`src/rtl/ser_tx_pkg.sv`:
```
package ser_tx_pkg;
  localparam int MIN_CHAR_LEN = 4;

  typedef enum logic [1:0] {
    LOAD_NONE  = 2'd0,
    LOAD_IDLE  = 2'd1,
    LOAD_DATA  = 2'd2
  } load_kind_e;
endpackage

```
`src/rtl/ser_tx_step_gen.sv`:
```
module ser_tx_step_gen (
  input  logic clk_i,
  input  logic rst_ni,
  input  logic en_i,
  input  logic bit_en_i,
  input  logic slot_mode_i,
  input  logic slot_act_i,
  input  logic sync_i,
  output logic step_o,
  output logic synced_o
);
  logic synced_q;

  always_ff @(posedge clk_i or negedge rst_ni) begin
    if (!rst_ni)       synced_q <= 1'b0;
    else if (!en_i)    synced_q <= 1'b0;
    else if (sync_i)   synced_q <= 1'b1;
  end

  assign step_o   = en_i & bit_en_i & (~slot_mode_i | slot_act_i);
  assign synced_o = synced_q;

  assert_sync_drop_R8: assert property (@(posedge clk_i) disable iff (!rst_ni)
    !en_i |=> !synced_o);
  assert_slot_gate_R6: assert property (@(posedge clk_i) disable iff (!rst_ni)
    (slot_mode_i && !slot_act_i) |-> !step_o);
endmodule

```
`src/rtl/ser_tx_char_cnt.sv`:
```
module ser_tx_char_cnt #(
  parameter int DATA_W = 16,
  parameter int LEN_W  = $clog2(DATA_W + 1)
) (
  input  logic             clk_i,
  input  logic             rst_ni,
  input  logic             en_i,
  input  logic             step_i,
  input  logic [LEN_W-1:0] len_i,
  output logic [LEN_W-1:0] len_eff_o,
  output logic             boundary_o,
  output logic             tick_o
);
  import ser_tx_pkg::*;

  localparam logic [LEN_W-1:0] LEN_MIN = LEN_W'(MIN_CHAR_LEN);
  localparam logic [LEN_W-1:0] LEN_MAX = LEN_W'(DATA_W);

  logic [LEN_W-1:0] cnt_q;
  logic [LEN_W-1:0] len_eff;
  logic             tick_q;

  always_comb begin
    if (len_i < LEN_MIN)      len_eff = LEN_MIN;
    else if (len_i > LEN_MAX) len_eff = LEN_MAX;
    else                      len_eff = len_i;
  end

  assign boundary_o = step_i & (cnt_q == len_eff - LEN_W'(1));

  always_ff @(posedge clk_i or negedge rst_ni) begin
    if (!rst_ni) begin
      cnt_q  <= '0;
      tick_q <= 1'b0;
    end else begin
      tick_q <= boundary_o;
      if (!en_i)           cnt_q <= '0;
      else if (boundary_o) cnt_q <= '0;
      else if (step_i)     cnt_q <= cnt_q + LEN_W'(1);
    end
  end

  assign len_eff_o = len_eff;
  assign tick_o    = tick_q;

  assert_tick_after_step_R2: assert property (@(posedge clk_i) disable iff (!rst_ni)
    tick_o |-> $past(step_i));
  assert_tick_single_R2: assert property (@(posedge clk_i) disable iff (!rst_ni)
    tick_o |=> !tick_o);
endmodule

```
`src/rtl/ser_tx_shifter.sv`:
```
module ser_tx_shifter #(
  parameter int DATA_W = 16,
  parameter int LEN_W  = $clog2(DATA_W + 1)
) (
  input  logic              clk_i,
  input  logic              rst_ni,
  input  logic              en_i,
  input  logic              step_i,
  input  logic              boundary_i,
  input  logic              synced_i,
  input  logic [LEN_W-1:0]  len_eff_i,
  input  logic              msb_first_i,
  input  logic [DATA_W-1:0] data_i,
  input  logic              last_i,
  input  logic              valid_i,
  output logic              ready_o,
  output logic              txd_o,
  output logic              underrun_o
);
  import ser_tx_pkg::*;

  localparam int IDX_W = $clog2(DATA_W);

  logic [DATA_W-1:0] shreg_q;
  logic [DATA_W-1:0] ordered;
  logic              pending_q;
  logic              underrun_q;
  logic              accept;
  load_kind_e        load_kind;

  assign ready_o = boundary_i & synced_i;
  assign accept  = ready_o & valid_i;

  // place the character so that bit 0 of the register goes out first
  always_comb begin
    for (int i = 0; i < DATA_W; i++) begin
      logic [IDX_W-1:0] idx;
      idx = IDX_W'(int'(len_eff_i) - 1 - i);
      if (i < int'(len_eff_i)) ordered[i] = msb_first_i ? data_i[idx] : data_i[i];
      else                     ordered[i] = 1'b1;
    end
  end

  always_comb begin
    if (!boundary_i) load_kind = LOAD_NONE;
    else if (accept) load_kind = LOAD_DATA;
    else             load_kind = LOAD_IDLE;
  end

  always_ff @(posedge clk_i or negedge rst_ni) begin
    if (!rst_ni) begin
      shreg_q    <= '1;
      pending_q  <= 1'b0;
      underrun_q <= 1'b0;
    end else if (!en_i) begin
      shreg_q    <= '1;
      pending_q  <= 1'b0;
      underrun_q <= 1'b0;
    end else begin
      underrun_q <= 1'b0;
      case (load_kind)
        LOAD_DATA: begin
          shreg_q   <= ordered;
          pending_q <= ~last_i;
        end
        LOAD_IDLE: begin
          shreg_q    <= '1;
          underrun_q <= pending_q;
          pending_q  <= 1'b0;
        end
        default: if (step_i) shreg_q <= {1'b1, shreg_q[DATA_W-1:1]};
      endcase
    end
  end

  assign txd_o      = shreg_q[0];
  assign underrun_o = underrun_q;

  logic first_msb;
  assign first_msb = data_i[IDX_W'(int'(len_eff_i) - 1)];

  assert_idle_unsynced_R3: assert property (@(posedge clk_i) disable iff (!rst_ni)
    (!synced_i && !$past(synced_i)) |-> txd_o);
  assert_first_lsb_R4: assert property (@(posedge clk_i) disable iff (!rst_ni)
    (accept && en_i && !msb_first_i) |=> txd_o == $past(data_i[0]));
  assert_first_msb_R5: assert property (@(posedge clk_i) disable iff (!rst_ni)
    (accept && en_i && msb_first_i) |=> txd_o == $past(first_msb));
  assert_underrun_pulse_R7: assert property (@(posedge clk_i) disable iff (!rst_ni)
    underrun_o |=> !underrun_o);
endmodule

```
`src/rtl/ser_tx_top.sv`:
```
module ser_tx_top #(
  parameter int DATA_W = 16,
  parameter int LEN_W  = $clog2(DATA_W + 1)
) (
  input  logic              clk_i,
  input  logic              rst_ni,
  input  logic              en_i,
  input  logic              bit_en_i,
  input  logic [LEN_W-1:0]  char_len_i,
  input  logic              msb_first_i,
  input  logic              slot_mode_i,
  input  logic              slot_act_i,
  input  logic              sync_i,
  input  logic [DATA_W-1:0] tx_data_i,
  input  logic              tx_last_i,
  input  logic              tx_valid_i,
  output logic              tx_ready_o,
  output logic              txd_o,
  output logic              char_tick_o,
  output logic              underrun_o
);
  logic             step;
  logic             synced;
  logic             boundary;
  logic [LEN_W-1:0] len_eff;

  ser_tx_step_gen u_step (
    .clk_i       (clk_i),
    .rst_ni      (rst_ni),
    .en_i        (en_i),
    .bit_en_i    (bit_en_i),
    .slot_mode_i (slot_mode_i),
    .slot_act_i  (slot_act_i),
    .sync_i      (sync_i),
    .step_o      (step),
    .synced_o    (synced)
  );

  ser_tx_char_cnt #(.DATA_W(DATA_W), .LEN_W(LEN_W)) u_cnt (
    .clk_i      (clk_i),
    .rst_ni     (rst_ni),
    .en_i       (en_i),
    .step_i     (step),
    .len_i      (char_len_i),
    .len_eff_o  (len_eff),
    .boundary_o (boundary),
    .tick_o     (char_tick_o)
  );

  ser_tx_shifter #(.DATA_W(DATA_W), .LEN_W(LEN_W)) u_shift (
    .clk_i       (clk_i),
    .rst_ni      (rst_ni),
    .en_i        (en_i),
    .step_i      (step),
    .boundary_i  (boundary),
    .synced_i    (synced),
    .len_eff_i   (len_eff),
    .msb_first_i (msb_first_i),
    .data_i      (tx_data_i),
    .last_i      (tx_last_i),
    .valid_i     (tx_valid_i),
    .ready_o     (tx_ready_o),
    .txd_o       (txd_o),
    .underrun_o  (underrun_o)
  );

  assert_ready_needs_en_R9: assert property (@(posedge clk_i) disable iff (!rst_ni)
    tx_ready_o |-> (en_i && bit_en_i));
  assert_off_idle_R1: assert property (@(posedge clk_i) disable iff (!rst_ni)
    !en_i |=> (txd_o && !underrun_o));
endmodule

```
`config.mk`:
```
export PLATFORM = sky130hd
export DESIGN_NAME = ser_tx_top
export DESIGN_NICKNAME = d
export VERILOG_FILES = /design/src/rtl/ser_tx_pkg.sv /design/src/rtl/ser_tx_step_gen.sv /design/src/rtl/ser_tx_char_cnt.sv /design/src/rtl/ser_tx_shifter.sv /design/src/rtl/ser_tx_top.sv
export SDC_FILE = /design/constraint.sdc
export NUM_CORES = 1
export LEC_CHECK = 0
export CORE_ASPECT_RATIO = 1.2
export CORE_UTILIZATION = 45
export CTS_BUF_LIST = sky130_fd_sc_hd__clkbuf_8
export DETAILED_ROUTE_END_ITERATION = 6
export DONT_BUFFER_PORTS = 1
export PLACE_DENSITY = 0.57
export SYNTH_ARGS = -nofsm -noshare
export SYNTH_HDL_FRONTEND = slang
export SYNTH_SLANG_ARGS = --single-unit
```
`constraint.sdc`:
```
create_clock -name clk_i -period 3 [get_ports clk_i]
set_input_delay 0.15 -clock clk_i [delete_from_list [all_inputs] [get_ports clk_i]]
set_output_delay 0.15 -clock clk_i [all_outputs]
set_load 0.01 [all_outputs]
```
# --- Yosys cells after proc, flatten, opt, wreduce, memory -nomap -nowiden ---
# Index checks and enable logic that the tools add are counted.
# W data, S select, Z words.
totals:
  reg_bits: 25
  in_bits: 31
  out_inout_bits: 4
classes:
  addsub: 18
  n_lt_le_gt_ge: 34
  n_eq_ne: 7
  muxes: 80
  n_bitwise: 8
op_table:
  columns: ["op", "count"]
  rows:
  - ["$lt A4 B5 Y1 const B", 16]
  - ["$bmux W1 S4", 16]
  - ["$mux W1", 53]
  - ["$lt A4 B5 Y1 const A", 8]
  - ["$mux W16", 2]
  - ["$pmux W16 S2", 1]
  - ["$sub A4 B4 Y4 const B", 8]
  - ["$mux W5", 5]
  - ["$lt A3 B5 Y1 const A", 4]
  - ["$sub A4 B3 Y4 const B", 4]
  - ["$lt A1 B5 Y1 const A", 2]
  - ["$lt A2 B5 Y1 const A", 2]
  - ["$sub A4 B1 Y4 const B", 2]
  - ["$sub A4 B2 Y4 const B", 2]
  - ["$ne A3 B1 Y1 const B", 2]
  - ["$add A5 B1 Y5 const B", 1]
  - ["$and A1 B1 Y1", 5]
  - ["$eq A5 B5 Y1", 1]
  - ["$gt A5 B5 Y1 const B", 1]
  - ["$lt A5 B3 Y1 const B", 1]
  - ["$sub A5 B1 Y5 const B", 1]
  - ["$mux W2", 2]
  - ["$ne A4 B1 Y1 const B", 1]
  - ["$eq A2 B1 Y1 const B", 1]
  - ["5 further kinds", 6]

# --- Longest topological paths before layout ---
# Gate-level depths: netlist of the first run.
depth:
  depth_word: 13
  mapped_depth: 16
  mapped_depth_nobuf: 12

# --- Hierarchy ---
# From an unflattened synthesis of the first run, not the netlist that was laid out.
hier_totals:
  hier_cells: 320
  hier_area_um2: 2957.8
by_module_without_submodules:
  columns: ["module", "n_inst", "cells_per_inst", "area_each_um2"]
  rows:
  - ["ser_tx_shifter", 1, 267, 2474.9]
  - ["ser_tx_char_cnt", 1, 48, 434.2]
  - ["ser_tx_step_gen", 1, 5, 48.8]

# --- Worst setup path before layout of the first run ---
# Ideal clock, no wire load.
synth_timing:
  kind: "input -> register"
  startpoint: "in char_len_i[4]"
  endpoint: "reg u_shift.shreg_q[3]"
  setup_ns: 0.090
  t_arrival_ns: 3.027
  t_required_ns: 2.910
  path_slack_ns: -0.118
  path_stages: 15
  path_cell_list: "buf_6 o21ba_4 nand2_2 buf_2 ha_1 or3_1 and2_1 buf_2 ha_1 o21ai_0 nand3_1 xor2_1 mux4_1 nand3_1 a21oi_1"
synth_between:
  elab_chain_cells: 13
synth_lines:
  columns: ["item", "line", "source"]
  rows:
  - ["start: declaration", "ser_tx_top.sv:9", "input logic [LEN_W-1:0] char_len_i,"]
  - ["$gt A5 B5 Y1", "ser_tx_char_cnt.sv:25", "else if (len_i > LEN_MAX) len_eff = LEN_MAX;"]
  - ["$mux W5", "ser_tx_char_cnt.sv:25", null]
  - ["$mux W5 (*)", "ser_tx_char_cnt.sv:24", "if (len_i < LEN_MIN) len_eff = LEN_MIN;"]
  - ["parallel branches: the longest is 10 deep, another holds $sub A4 B1 Y4", null, null]
  - ["end signal: assignment", "ser_tx_shifter.sv:63", "shreg_q <= ordered;"]
  - ["end signal: assignment", "ser_tx_shifter.sv:71", "default: if (step_i) shreg_q <= {1'b1, shreg_q[DATA_W-1:1]};"]
  - ["end: declaration", "ser_tx_shifter.sv:24", "logic [DATA_W-1:0] shreg_q;"]
# Mark *: on every way between the ends. The select of a mux whose other input is x is not followed.
# A chain may end at the register's enable or synchronous reset.

# --- Worst setup path in the final report of the first run ---
layout_timing:
  startpoint: "in char_len_i[4]"
  endpoint: "reg u_shift.shreg_q[14]"
layout_between:
  elab_chain_cells: 13
layout_lines:
  columns: ["item", "line"]
  rows:
  - ["$gt A5 B5 Y1", "ser_tx_char_cnt.sv:25"]
  - ["$mux W5", "ser_tx_char_cnt.sv:25"]
  - ["$mux W5 (*)", "ser_tx_char_cnt.sv:24"]
  - ["parallel branches: the longest is 10 deep, another holds $sub A4 B1 Y4", null]
# Marks and branches as above.

==> flow_summary.ini, run 1 <==
[detailed_routing]
first_pass_iters = 4
drc = 0
routed_wl_um = 7510
drt-initial-drc-count = 220
dr_total_vias = 2264
routed_via_density = 6.20
ant_nets = 0
routedWlPerCell_um = 20.6

[synth]
seq_area_frac_synth_pct = 24.0
ys_top_cells_by_count = 37 x mux2i_1, 28 x nor2_1, 21 x a21oi_1, 16 x dfstp_2, 13 x nand2_1
ys_types = 58
synth_edf_count = 0
yosysMostFrequentCell = mux2i_1
async_reset_ff_share_pct = 100
synthCells = 286
yosysTopAreaCell = dfstp_2
synth_flop_cell = dfstp_2
avgSynthCellArea_sq_um = 9.41
synth_top_area_share_pct = 15.6
synth_nets = 327
syn_area_sq_um = 2690
ys_ff_latch = 25
yosys_warnings = 0
synth.area.top_cells = dfstp_2 16%, mux2i_1 14%, dfrtp_1 8.4%

[sta]
skew_ps = 6.31
holdWs_ps = 16.8
grt_setup_unrepaired = no
slew_viol_final = 0
fin_crit_ps = 2620
hold_violations = 0
timing.final.crit_share_pct = 87.4
worst_slew_pin_slew_ps = 604
slew_headroom_pct = 59.6
tns_ps = 0
max_clock_freq_ghz = 0.382
finalSetupViolCount = 0

[place]
place_area_sq_um = 2750
dpl.hpwl_um = 5770
portBuffers = 0
gp_congestion = 0.889

[finish]
diodes = 0
postLayoutCellArea_sq_um = 2870
nets = 327
drive_above_1_share_pct = 19.3
fill_cells = 566
area_growth_pct = 6.46

[clocking]
clkTransAtPathRegs_ps = 90
postCtsSetupRepairBufs = 0
clockBufferDepth = 2
cts_buffers = 3
cts_tree = yes
cts_sinks = 25
root_buffer = clkbuf_8
insertion_delay_ps = 270
h-tree-depth = 1

[worst_setup_path]
end_kind = flip-flop
critPathMaxStageDelay_ps = 470
cp.required_ps = 3200
path_max_fanout = 18
reg2reg_to = u_shift.shreg_q[4]
crit_start = char_len_i[4]
regToRegStartpoint = u_cnt.cnt_q[1]
cp-endpoint = u_shift.shreg_q[14]
rrSetupSlack_ps = 600
startpoint_type = primary input
crit_chain = o21ba_4 > nand2_1 > ha_2 > or3_1 > and2_1 > inv_1 > ha_1 > mux4_2 > mux2i_1 > a2111oi_0 > buf_4 > nor3_1
reg2regPathDepth = 8
crit_type = in -> reg
arrival_ps = 2820
cp_slowest_cell = a2111oi_0

[die]
die_w_um = 72.6
die-area_sq_um = 6300
core_area_sq_um = 5710
initial_core_util_pct = 47.2
rows = 30
io_pins = 35
die_y_um = 86.7

[power]
ir_drop_mv = 0.131
p_per_area_nw_per_um2 = 336
p_leak_nw = 1.24

[global_route]
antenna_found_initial = 0
grt_overflow_total = 0
grt_max_degree = 26
grt_pass1_wl_um = 12000
grt_usage_pct = 25.4
grt_pass1_vias = 2261

[run_status]
status = complete, no violations

[run]
maxCapViolCount = 0

[min_path]
hp-class = in -> reg
## timing repair
item,4_1_cts,5_1_grt
hold buffers,6,0
hold endpoints to repair,31,0
resized for setup,0,0
## metrics by stage
step / setup slack [ps] / util, % / std cells / power, mW
2_1_floorplan: 1.58 / - / 286 / 0.695
3_3_place_gp: 150 / 48.2 / 355 / 0.749
3_5_place_dp: 115 / 48.2 / 355 / 0.751
4_1_cts: 394 / 50.2 / 365 / 0.964
5_1_grt: 170 / 50.2 / 365 / 1.02
6_report: 379 / 50.2 / 365 / 0.962
## flip-flops by register name (all words and copies together), names as in the netlist
signal and count:
u_cnt.cnt_q 5, u_shift.shreg_q 16, u_shift.underrun_o 1, u_cnt.tick_o 1
u_step.synced_o 1, u_shift.pending_q 1
## cell usage in the layout (no fill, tap or decap), types with 3 or more instances in the layout
cell type,netlist,final
a211oi_1,3,3
a21oi_1,21,21
a31oi_1,6,6
and2_1,3,3
buf_4,2,7
clkbuf_8,0,3
dfrtp_1,9,9
dfstp_2,16,16
dlygate4sd3_1,0,5
ha_1,10,9
inv_1,8,9
mux2i_1,37,37
mux4_1,3,3
mux4_2,10,10
nand2_1,13,13
nand2b_1,6,6
nand3_1,9,9
nand4_1,3,3
nor2_1,28,28
nor3_1,11,11
o21ai_0,10,10
o22ai_1,4,4
or3_1,3,3
xnor2_1,8,7
xor2_1,4,3
## critical path, delay by kind of cell
family                     cells  cell delay [ps]
and+or+nand+nor                4              790
AOI/OAI and AO/OA              2              690
adders and majority gates      2              510
buffers and inverters          2              360
muxes                          2              330
## where the power goes
part	switching, mW	total [mW]	internal (mW)
combinational	0.211	0.404	0.193
sequential	0.00805	0.361	0.353
clock	0.106	0.198	0.0916
## worst min path at each step
stage / start / end / slack [ps] / cells after the start
3_5_place_dp: rst_ni / u_cnt.cnt_q[2] / -140 / 0
2_1_floorplan: rst_ni / u_cnt.cnt_q[0] / -150 / 0
6_report: en_i / u_shift.shreg_q[0] / 20 / 2
5_1_grt: en_i / u_shift.shreg_q[0] / 4 / 2
3_3_place_gp: rst_ni / u_cnt.cnt_q[4] / -150 / 0
4_1_cts: en_i / u_shift.shreg_q[0] / 10 / 2
## logic make-up (layout without fill, tap and decap cells)
kind of cell / count (synthesis) / in the layout / synth area share, %
AO/OA/AOI/OAI: 69 / 69 / 17.9
XOR/XNOR: 15 / 15 / 6.18
adder cells (fa/ha/maj): 10 / 10 / 4.65
buffers and inverters: 28 / 27 / 5.53
flip-flops: 25 / 25 / 24.0
multiplexers: 52 / 52 / 25.9
AND/OR/NAND/NOR: 87 / 87 / 15.9
## metal layers
layer	wire length (um)	track usage (%)	vias up
met1	3140	33.0	1116
met2	3860	43.6	73
li1	-	-	1065
met5	0	0	-
met4	159	8.73	0
met3	346	2.91	10
## area by class of cell
class | instances | area, sq um | share of cell area (%)
well taps | 80 | 100 | 3.49
repair buffers | 13 | 123 | 4.28
clock inverters | 1 | 3.75 | 0.131
flip-flops and latches | 25 | 646 | 22.5
clock buffers | 3 | 41.3 | 1.44
inverters | 10 | 37.5 | 1.31
multi-input cells | 233 | 1910 | 66.8
Power figures use the tool's default switching activity.
==> run 2: changes to the inputs <==
==> constraint.sdc (replaced) <==
create_clock -name clk_i -period 2.45 [get_ports clk_i]
set_input_delay 0.1225 -clock clk_i [delete_from_list [all_inputs] [get_ports clk_i]]
set_output_delay 0.1225 -clock clk_i [all_outputs]
set_load 0.01 [all_outputs]
==> run 2 against run 1 <==
  * Utilization is 4.8 points higher
  * Clock power is 25% higher
  * Cell count is 6.3% higher
  * Critical path type unchanged
  * Largest cell class unchanged
==> flow_summary.ini, run 2 (same netlist as run 1, synthesis figures left out) <==
[die]
die_w_um = 72.6
rows = 30
io_pins = 35
core_area_sq_um = 5710
die-area_sq_um = 6300
initial_core_util_pct = 47.2
die_y_um = 86.7

[sta]
slew_viol_final = 0
tns_ps = 0
fin_ws_ps = 110
grt_setup_unrepaired = no
skew_ps = 7.87
holdWs_ps = 23.9
timing.final.crit_share_pct = 95.5
slew_headroom_pct = 61.9
max_clock_freq_ghz = 0.427
worst_slew_pin_slew_ps = 571
fin_crit_ps = 2340
finalSetupViolCount = 0
hold_violations = 0

[detailed_routing]
ant_nets = 0
routedWlPerCell_um = 19.4
routed_wl_um = 7540
first_pass_iters = 4
routed_via_density = 5.95
drc = 0
drt-initial-drc-count = 181
dr_total_vias = 2308

[clocking]
cts_sinks = 25
insertion_delay_ps = 270
clockBufferDepth = 2
clkTransAtPathRegs_ps = 90
root_buffer = clkbuf_8
cts_buffers = 3
cts_tree = yes
h-tree-depth = 1

[place]
dpl.hpwl_um = 5920
place_area_sq_um = 2970
dp.cells = 375
gp_congestion = 0.895
portBuffers = 0
pre_cts_ws_ps = -338

[global_route]
grt_pass1_wl_um = 12000
grt_max_degree = 26
grt_overflow_total = 0
grt_usage_pct = 25.4
grt_pass1_vias = 2321
antenna_found_initial = 0

[worst_setup_path]
cp-endpoint = u_shift.shreg_q[3]
cp.required_ps = 2650
reg2regPathDepth = 9
cp_common_cell = ha_4
startpoint_type = primary input
end_kind = flip-flop
crit_buf_inv = 0
regToRegStartpoint = u_cnt.cnt_q[0]
arrival_ps = 2540
cp_slowest_cell = mux4_2
crit_start = char_len_i[4]
reg2reg_to = u_shift.shreg_q[4]
crit_type = in -> reg
worst-path-stages = 12
critPathMaxStageDelay_ps = 570
rrSetupSlack_ps = 350
path_max_fanout = 18
crit_family = simple AND/OR/NAND/NOR gates
crit_chain = o21ba_4 > nand2_1 > ha_4 > or3_1 > and2_4 > ha_4 > o21ai_1 > nand3_1 > xor2_2 > mux4_2 > nand3_2 > a21oi_1

[finish]
final_cell_mix = 37 x mux2i_1, 28 x nor2_1, 28 x buf_4
largest-register = u_shift.shreg_q
largest_register_ff_count = 16
fin_util_pct = 55.0
layout_commonest_cell = mux2i_1
nets = 350
diodes = 0
top_regs = u_shift.shreg_q: 16 flops, u_cnt.cnt_q: 5 flops
layout.cells.non_filler = 388
drive_above_1_share_pct = 28.6
area_growth_pct = 16.6
postLayoutCellArea_sq_um = 3140
fill_cells = 540

[power]
p_per_area_nw_per_um2 = 403
p_leak_nw = 1.38
ir_drop_mv = 0.162
p_total_mw = 1.26

[run]
maxCapViolCount = 0

[run_status]
status = complete, no violations

[min_path]
hp-class = in -> reg
## run 2: cell types whose count changed in the layout (fill, tap and decap cells not counted), moves of 2 or more
cell	previous run	this run
buf_4	7	28
ha_4	0	3
buf_12	1	3
ha_1	9	7
o21ai_0	10	8
o21ai_1	0	2
## run 2: final cells by class
cell class / count / area, sq um / area share (%)
repair buffers: 36 / 320 / 10.2
well taps: 80 / 100 / 3.19
clock buffers: 3 / 41.3 / 1.32
clock inverters: 1 / 5.00 / 0.159
flip-flops and latches: 25 / 646 / 20.6
multi-input cells: 233 / 1990 / 63.3
inverters: 10 / 40.0 / 1.28
## run 2: worst min-delay path by stage
stage,start,end,cells after the start
after floorplan,rst_ni,u_cnt.cnt_q[0],0
after global placement,rst_ni,u_cnt.cnt_q[2],0
after detailed placement,rst_ni,u_cnt.cnt_q[2],0
after CTS,char_len_i[4],u_shift.shreg_q[7],2
after global routing,char_len_i[4],u_shift.shreg_q[7],2
final,char_len_i[4],u_shift.shreg_q[7],2
## run 2: what timing repair did
item | in CTS | in global routing
pin swaps | 0 | 1
hold buffers | 6 | 0
setup endpoints to repair | 3 | 14
buffers inserted | 0 | 3
resized for setup | 2 | 5
endpoints found under the hold margin | 33 | 0
## run 2: layer usage
| layer | global-route usage [%] | share of wire, % | vias to the layer above |
|---|---|---|---|
| li1 | - | - | 1105 |
| met1 | 33.8 | 45 | 1125 |
| met2 | 42.1 | 48 | 62 |
| met3 | 1.63 | 3.0 | 16 |
| met4 | 11.4 | 3.7 | 0 |
| met5 | 0 | 0 | - |
## run 2: where the power goes
| part | total (mW) | internal, mW | leakage, nW | switching (mW) |
|---|---|---|---|---|
| clock network | 0.248 | 0.114 | 0.0255 | 0.134 |
| logic | 0.575 | 0.288 | 1.06 | 0.287 |
| registers | 0.442 | 0.432 | 0.292 | 0.00983 |
| total | 1.26 | 0.833 | 1.38 | 0.431 |
==> run 3: changes to the inputs <==
--- a/config.mk
+++ b/config.mk
@@ -6,11 +6,11 @@
 export NUM_CORES = 1
 export LEC_CHECK = 0
 export CORE_ASPECT_RATIO = 1.2
-export CORE_UTILIZATION = 45
+export CORE_UTILIZATION = 56
 export CTS_BUF_LIST = sky130_fd_sc_hd__clkbuf_8
 export DETAILED_ROUTE_END_ITERATION = 6
 export DONT_BUFFER_PORTS = 1
-export PLACE_DENSITY = 0.57
+export PLACE_DENSITY = 0.68
 export SYNTH_ARGS = -nofsm -noshare
 export SYNTH_HDL_FRONTEND = slang
 export SYNTH_SLANG_ARGS = --single-unit
==> run 3 against run 2 <==
  * Clock power is essentially flat
  * Count of clock-buffer cells in the layout is the same
  * Sequential share of layout area up 0.36 points
  * Largest cell class unchanged
  * Register-to-register slack improved by 140 ps
  * Combinational power fell by 0.7%
  * Clock skew is 0.84 ps lower
==> flow_summary.ini, run 3 (same netlist as run 1, synthesis figures left out) <==
[run_status]
status = complete, no violations

[finish]
top_regs = u_shift.shreg_q: 16 flops, u_cnt.cnt_q: 5 flops
fill_cells = 401
largest_register_ff_count = 16
diodes = 0
nets = 352
drive_above_1_share_pct = 28.7
postLayoutCellArea_sq_um = 3090
layout_commonest_cell = mux2i_1
area_growth_pct = 14.6
largest-register = u_shift.shreg_q
final_cell_mix = 37 x mux2i_1, 31 x buf_4, 28 x nor2_1

[power]
switchingPower_mw = 0.428
internal-power_mw = 0.831
p_comb_share_pct = 45.4
p_total_mw = 1.26
p_per_area_nw_per_um2 = 408
p_leak_nw = 1.36
p_clk_share_pct = 19.6
ir_drop_mv = 0.194
power_switching_share_pct = 34.0
p_seq_share_pct = 35.1

[global_route]
antenna_found_initial = 0
grt_pass1_wl_um = 11700
grt_overflow_total = 0
grt_max_degree = 26
grt_pass1_vias = 2395
grt_usage_pct = 30.8

[place]
place_area_sq_um = 2970
dpl.hpwl_um = 5790
portBuffers = 0
gp_congestion = 0.972

[die]
die-area_sq_um = 5090
io_pins = 35
die_y_um = 77.9
initial_core_util_pct = 58.6
die_w_um = 65.3
core_area_sq_um = 4590
rows = 27

[sta]
slew_viol_final = 0
timing.final.crit_share_pct = 95.5
skew_ps = 7.03
max_clock_freq_ghz = 0.427
hold_violations = 0
worst_slew_pin_slew_ps = 1110
fin_crit_ps = 2340
finalSetupViolCount = 0
grt_setup_unrepaired = yes
slew_headroom_pct = 25.8

[worst_setup_path]
arrival_ps = 2220
path_max_fanout = 19
end_kind = output port
startpoint_type = primary input
cp.required_ps = 2330
crit_type = in -> out

[detailed_routing]
ant_nets = 0
first_pass_iters = 4
drt-initial-drc-count = 324
routedWlPerCell_um = 20.0
routed_via_density = 6.42
drc = 0
dr_total_vias = 2364
routed_wl_um = 7360

[clocking]
cts_tree = yes
root_buffer = clkbuf_8
h-tree-depth = 1
cts_buffers = 3
clockBufferDepth = 2
clkTransAtPathRegs_ps = 90
cts_sinks = 25
insertion_delay_ps = 280

[min_path]
hp-class = in -> reg

[run]
maxCapViolCount = 0
[run 3: cell types whose count changed in the layout (fill, tap and decap cells not counted), sizes merged]
cell and delta:
buf +1, dlygate4sd3 +1
[run 3: stage by stage]
step | setup slack (ps) | cells | hold slack [ps] | utilization (%) | setup TNS [ps]
final | 110 | 368 | 43.7 | 67.2 | 0
after CTS | 14.4 | 367 | 0.122 | 66.7 | 0
after global routing | -32.3 | 368 | 47.7 | 67.2 | -36.7
after floorplan | -310 | 286 | -173 | - | -1810
after global placement | -246 | 358 | -172 | 64.6 | -2050
after detailed placement | -256 | 358 | -173 | 64.6 | -2820
[run 3: cell type report]
cell class	instances	area (sq um)	area share [%]
Tap cell	58	72.6	2.35
Timing Repair Buffer	38	308	9.98
Sequential cell	25	646	20.9
Clock buffer	3	41.3	1.34
Clock inverter	1	5.00	0.162
Inverter	10	40.0	1.30
Multi-Input combinational cell	233	1970	63.9
[run 3: critical path, stage by stage]
cell,delay (ps)
o21ba_4,210
nand2_2,110
buf_8,210
inv_1,110
ha_4,360
xnor2_1,140
nand4_1,120
nor4_2,220
nand3_1,120
buf_4,190
inv_2,110
and2_1,180
[run 3: worst paths after layout]
check	start	end	slack [ps]	depth (start not counted)
min in group asynchronous	rst_ni	u_step.synced_o	510	1
max in group asynchronous	rst_ni	u_shift.underrun_o	1280	1
worst min register to register	u_shift.shreg_q[6]	u_shift.shreg_q[6]	470	2
worst max-delay path	char_len_i[2]	tx_ready_o	110	12
worst max register to register	u_cnt.cnt_q[2]	u_shift.shreg_q[4]	490	7
worst min-delay path	tx_data_i[13]	u_shift.shreg_q[13]	40	2
[run 3: repair_timing]
action | CTS | global route
hold endpoints to repair | 33 | 1
setup buffers | 0 | 0
endpoints found under the setup margin | 0 | 16
hold buffers | 5 | 1
gates resized for setup | 0 | 5
[run 3: power groups by stage]
stage	clock network, mW	logic (mW)	registers (mW)
after CTS	0.249	0.562	0.441
after global routing	0.273	0.614	0.443
after global placement	0	0.538	0.448
after floorplan	0	0.432	0.445
final	0.246	0.571	0.441
after detailed placement	0	0.543	0.448
[run 3: layer usage]
layer  track usage (%)  vias to the layer above  part of all wire, %
met5                 0                        -                    0
met4              16.7                        0                  4.3
met3              3.53                       22                  7.2
met2              50.4                      106                   49
met1              38.9                     1127                   39
li1                  -                     1109                    -
